**src/rtl/cmp_pkg.sv**
```systemverilog
package cmp_pkg;
  typedef enum logic {
    MODE_UNSIGNED = 1'b0,
    MODE_SIGNED   = 1'b1
  } cmp_mode_e;

  typedef struct packed {
    logic gt;
    logic eq;
  } cmp_flags_t;
endpackage

```
**src/rtl/cmp_low_mag.sv**
```systemverilog
// Unsigned magnitude compare of the bits below the MSB, shared by both modes.
module cmp_low_mag
  import cmp_pkg::*;
#(
  parameter int unsigned W = 3
) (
  input  logic [W-1:0] a_i,
  input  logic [W-1:0] b_i,
  output cmp_flags_t   res_o
);
  logic [W-1:0] bit_gt;
  logic [W-1:0] bit_eq;

  for (genvar i = 0; i < W; i++) begin : g_bit
    assign bit_gt[i] = a_i[i] & ~b_i[i];
    assign bit_eq[i] = ~(a_i[i] ^ b_i[i]);
  end

  // scan from MSB: first differing bit decides
  always_comb begin
    logic gt_acc, eq_acc;
    gt_acc = 1'b0;
    eq_acc = 1'b1;
    for (int i = W - 1; i >= 0; i--) begin
      gt_acc = gt_acc | (eq_acc & bit_gt[i]);
      eq_acc = eq_acc & bit_eq[i];
    end
    res_o.gt = gt_acc;
    res_o.eq = eq_acc;
  end

  always_comb begin
    assert_low_gt_R3: assert (res_o.gt == (a_i > b_i))
      else $error("low gt mismatch");
    assert_low_eq_R6: assert (res_o.eq == (a_i == b_i))
      else $error("low eq mismatch");
  end
endmodule

```
**src/rtl/cmp_msb_sel.sv**
```systemverilog
// Applies the top-bit rule for the selected mode on top of the shared low result.
module cmp_msb_sel
  import cmp_pkg::*;
(
  input  logic       a_msb_i,
  input  logic       b_msb_i,
  input  cmp_mode_e  mode_i,
  input  cmp_flags_t low_i,
  output logic       gt_o,
  output logic       eq_o,
  output logic       lt_o
);
  logic msb_diff;
  logic top_win;

  assign msb_diff = a_msb_i ^ b_msb_i;
  // unsigned: a wins with MSB 1; signed: a wins with sign 0
  assign top_win  = (mode_i == MODE_SIGNED) ? ~a_msb_i : a_msb_i;

  always_comb begin
    if (msb_diff) begin
      gt_o = top_win;
      eq_o = 1'b0;
    end else begin
      gt_o = low_i.gt;
      eq_o = low_i.eq;
    end
    lt_o = ~gt_o & ~eq_o;
  end

  always_comb begin
    if (msb_diff) begin
      assert_diff_msb_no_eq_R6: assert (!eq_o) else $error("eq with differing MSB");
      if (mode_i == MODE_SIGNED) begin
        assert_sign_rule_R2: assert (gt_o == b_msb_i) else $error("signed MSB rule");
      end else begin
        assert_unsigned_msb_R4: assert (gt_o == a_msb_i) else $error("unsigned MSB rule");
      end
    end
  end
endmodule

```
**src/rtl/sgn_mag_cmp.sv**
```systemverilog
module sgn_mag_cmp
  import cmp_pkg::*;
#(
  parameter int unsigned WIDTH = 4
) (
  input  logic [WIDTH-1:0] a_i,
  input  logic [WIDTH-1:0] b_i,
  input  logic             signed_mode_i,
  output logic             gt_o,
  output logic             eq_o,
  output logic             lt_o
);
  localparam int unsigned LowW = WIDTH - 1;
  localparam int unsigned MsbI = WIDTH - 1;

  cmp_mode_e  mode;
  cmp_flags_t low_res;

  assign mode = cmp_mode_e'(signed_mode_i);

  cmp_low_mag #(.W(LowW)) u_low (
    .a_i   (a_i[LowW-1:0]),
    .b_i   (b_i[LowW-1:0]),
    .res_o (low_res)
  );

  cmp_msb_sel u_msb (
    .a_msb_i (a_i[MsbI]),
    .b_msb_i (b_i[MsbI]),
    .mode_i  (mode),
    .low_i   (low_res),
    .gt_o    (gt_o),
    .eq_o    (eq_o),
    .lt_o    (lt_o)
  );

  always_comb begin
    assert_one_flag_R7: assert ($countones({gt_o, eq_o, lt_o}) == 1)
      else $error("flags not one-hot");
    if (a_i == b_i) begin
      assert_equal_no_gt_R5: assert (!gt_o && !lt_o && eq_o)
        else $error("equal operands misreported");
    end
    if (signed_mode_i) begin
      assert_signed_ref_R3: assert (gt_o == ($signed(a_i) > $signed(b_i)))
        else $error("signed compare mismatch");
    end else begin
      assert_unsigned_ref_R1: assert (gt_o == (a_i > b_i))
        else $error("unsigned compare mismatch");
    end
  end
endmodule

```
**config.mk**
```make
export PLATFORM = sky130hd
export DESIGN_NAME = sgn_mag_cmp
export DESIGN_NICKNAME = d
export VERILOG_FILES = /design/src/rtl/cmp_pkg.sv /design/src/rtl/cmp_low_mag.sv /design/src/rtl/cmp_msb_sel.sv /design/src/rtl/sgn_mag_cmp.sv
export SDC_FILE = /design/constraint.sdc
export NUM_CORES = 1
export LEC_CHECK = 0
export CORE_AREA = 2 2 39 41
export DETAILED_ROUTE_END_ITERATION = 8
export DIE_AREA = 0 0 41 43
export GPL_ROUTABILITY_DRIVEN = 0
export GPL_TIMING_DRIVEN = 0
export PLACE_DENSITY_LB_ADDON = 0.08
export SYNTH_ARGS = -nofsm -noshare
export SYNTH_HDL_FRONTEND = slang
export SYNTH_SLANG_ARGS = --single-unit
```
**constraint.sdc**
```tcl
create_clock -name vclk -period 6.2
set_input_delay 1.86 -clock vclk [all_inputs]
set_output_delay 1.86 -clock vclk [all_outputs]
set_load 0.1 [all_outputs]
```
==> out/qor.txt <==
N_diodes -> 0
Part of the power in combinational logic -> 100.0%
Setup WS pre-CTS -> -0.179 ns
Die height -> 43 µm
Synthesis Warnings -> 0
Final core occ -> 19.3%
Via count -> 161
Buf/Inv on CP -> 3
Yosys cell types -> 12
Pwr Total -> 0.0324 mW
Post-Route WL -> 338 µm
Int Pwr -> 0.0116 mW
Sequential share of the synthesized area -> 0%
Synth area leaders -> ha_1, inv_1, a21o_2, xor2_1, a211oi_1
Synth Instances -> 17
Final min period -> 6.09 ns
Hold-fix buffers, CTS -> 0
Initial DRC count -> 0
Total grt overflow -> 0
First-pass DRT Iterations -> 1
Vias in the first global route -> 139
Required @ worst endpoint -> 4.34 ns
Relative slew slack -> 35.7%
Critical Path AT -> 4.23 ns
Status -> complete, no violations
# Max-Cap Violations -> 0
CP cell instances -> clkdlybuf4s50_1 > inv_1 > ha_1 > a21o_1 > a211oi_1 > o22ai_2 > clkdlybuf4s50_1
Core Area -> 1380 µm²
Max stage delay on crit path -> 0.98 ns
Achievable clock frequency -> 164 MHz
Reg power frac -> 0%
Fin. Hold Viols -> 0
CLK BUF -> 0
CP max FO -> 2
Gr busiest metal -> met2
Top Ports -> 12
Met2 usage -> 6.56%
Setup ws final -> 0.112 ns
Sw power -> 0.0208 mW
Critical path's slowest cell -> clkdlybuf4s50_1
Post-CTS Setup Bufs -> 0
Post-Syn Nets -> 29
Critical path class -> input port to output port
Sw frac -> 64.2%
DIE WIDTH -> 41 µm
Final Non-Filler Cells -> 45
Final period util -> 98.2%
Port Buffers -> 12
Final slew viol count -> 0
Post-synth top area share -> 31.9%
Most used cell, CP -> clkdlybuf4s50_1
Synth top cells by count -> ha_1, inv_1, nor2_1
CP Capture Type -> output port
Power density cells -> 121 nW/µm²
Sequential cells -> 0
DP Wirelength -> 312 µm
Worst VDD drop -> 0.0000306 V
Setup TNS -> 0 ns
Startpoint Class -> input port
Clock power frac -> 0%
Mapped cell area -> 118 µm²
Mean cell area of the mapped netlist -> 6.92 µm²
Static Leak -> 0.123 nW
# nets final -> 43
Pin count of the biggest net entering global routing -> 6
Detail Route Antenna Nets -> 0
Met3 usage -> 0%
DRC Markers -> 0
First-pass GRT wire length -> 531 µm
Worst path top cell family by delay -> buffers and inverters
Initial antenna violation count -> 0
Placed Cells -> 45
Die ar. -> 1760 µm²
Site Rows -> 14
Storage cell area -> 0 µm²
Average wire per standard cell -> 7.51 µm
Final setup viols -> 0
Largest area contributor in the netlist -> ha_1
Met1 usage -> 5.70%
Gr usage total -> 3.90%
Area added between synthesis and finish -> 128%
Initial Util -> 8.50%
Via/cell ratio -> 3.58
Worst slew pin tran -> 0.961 ns
RSZ-0062 raised after global routing -> no
Type of the tightest min-delay check -> input port to output port
Layout cell share with drive strength beyond 1 -> 13.8%
power groups by stage:
stage	Combinational [mW]	Clock, mW	Sequential (mW)
2_1_floorplan	0.0221	0	0
6_report	0.0324	0	0
4_1_cts	0.0328	0	0
5_1_grt	0.0345	0	0
3_3_place_gp	0.0334	0	0
3_5_place_dp	0.0333	0	0
worst min-delay path, delay by kind of cell:
family          cells  cell delay (ns)
simple gates        1             0.05
buf+inv             2             1.06
compound gates      2             0.22
final cells by class:
type	count	area, µm²
repair buffers	12	119
inverters	3	11.3
well taps	16	20.0
multi-input cells	14	118
fillers	160	1120
through the flow:
stage               area, µm²  hold slack [ns]
global placement          269             5.35
finish                    268             5.06
global route              268             5.12
floorplan                 129             4.08
detailed placement        269             5.34
CTS                       268             5.06
logic make-up (layout without fill, tap and decap cells):
kind of cell             count (synthesis)  after routing  synth area share, %
buffers and inverters                    3             15                 9.57
AND/OR/NAND/NOR                          4              4                 17.0
AO/OA/AOI/OAI                            6              6                 34.0
adder cells (fa/ha/maj)                  3              3                 31.9
XOR/XNOR                                 1              1                 7.45
cell usage in the layout, fill, tap and decap left out:
master and n:
nand3_1 1, a21oi_1 1, a21o_2 1, clkdlybuf4s50_1 11, inv_1 3, dlygate4sd2_1 1
a211oi_1 1, xor2_1 1, o21ai_0 1, or2b_1 1, nor2_2 2, o22ai_2 1
ha_1 3, a21o_1 1
worst paths after layout:
kind / endpoint / slack [ns] / start / depth (start not counted)
max: gt_o / 0.11 / b_i[1] / 7
min: lt_o / 5.06 / signed_mode_i / 5
per-layer routing:
| metal | routed length, µm | share of wire [%] |
|---|---|---|
| met5 | 0 | 0 |
| met4 | 0 | 0 |
| met3 | 30 | 8.9 |
| met2 | 151 | 45 |
| met1 | 156 | 46 |
what timing repair did:
item                                    4_1_cts  5_1_grt
endpoints found under the setup margin        1        0
hold endpoints to repair                      0        0
gates resized for setup                       1        0
Power figures use the tool's default switching activity.
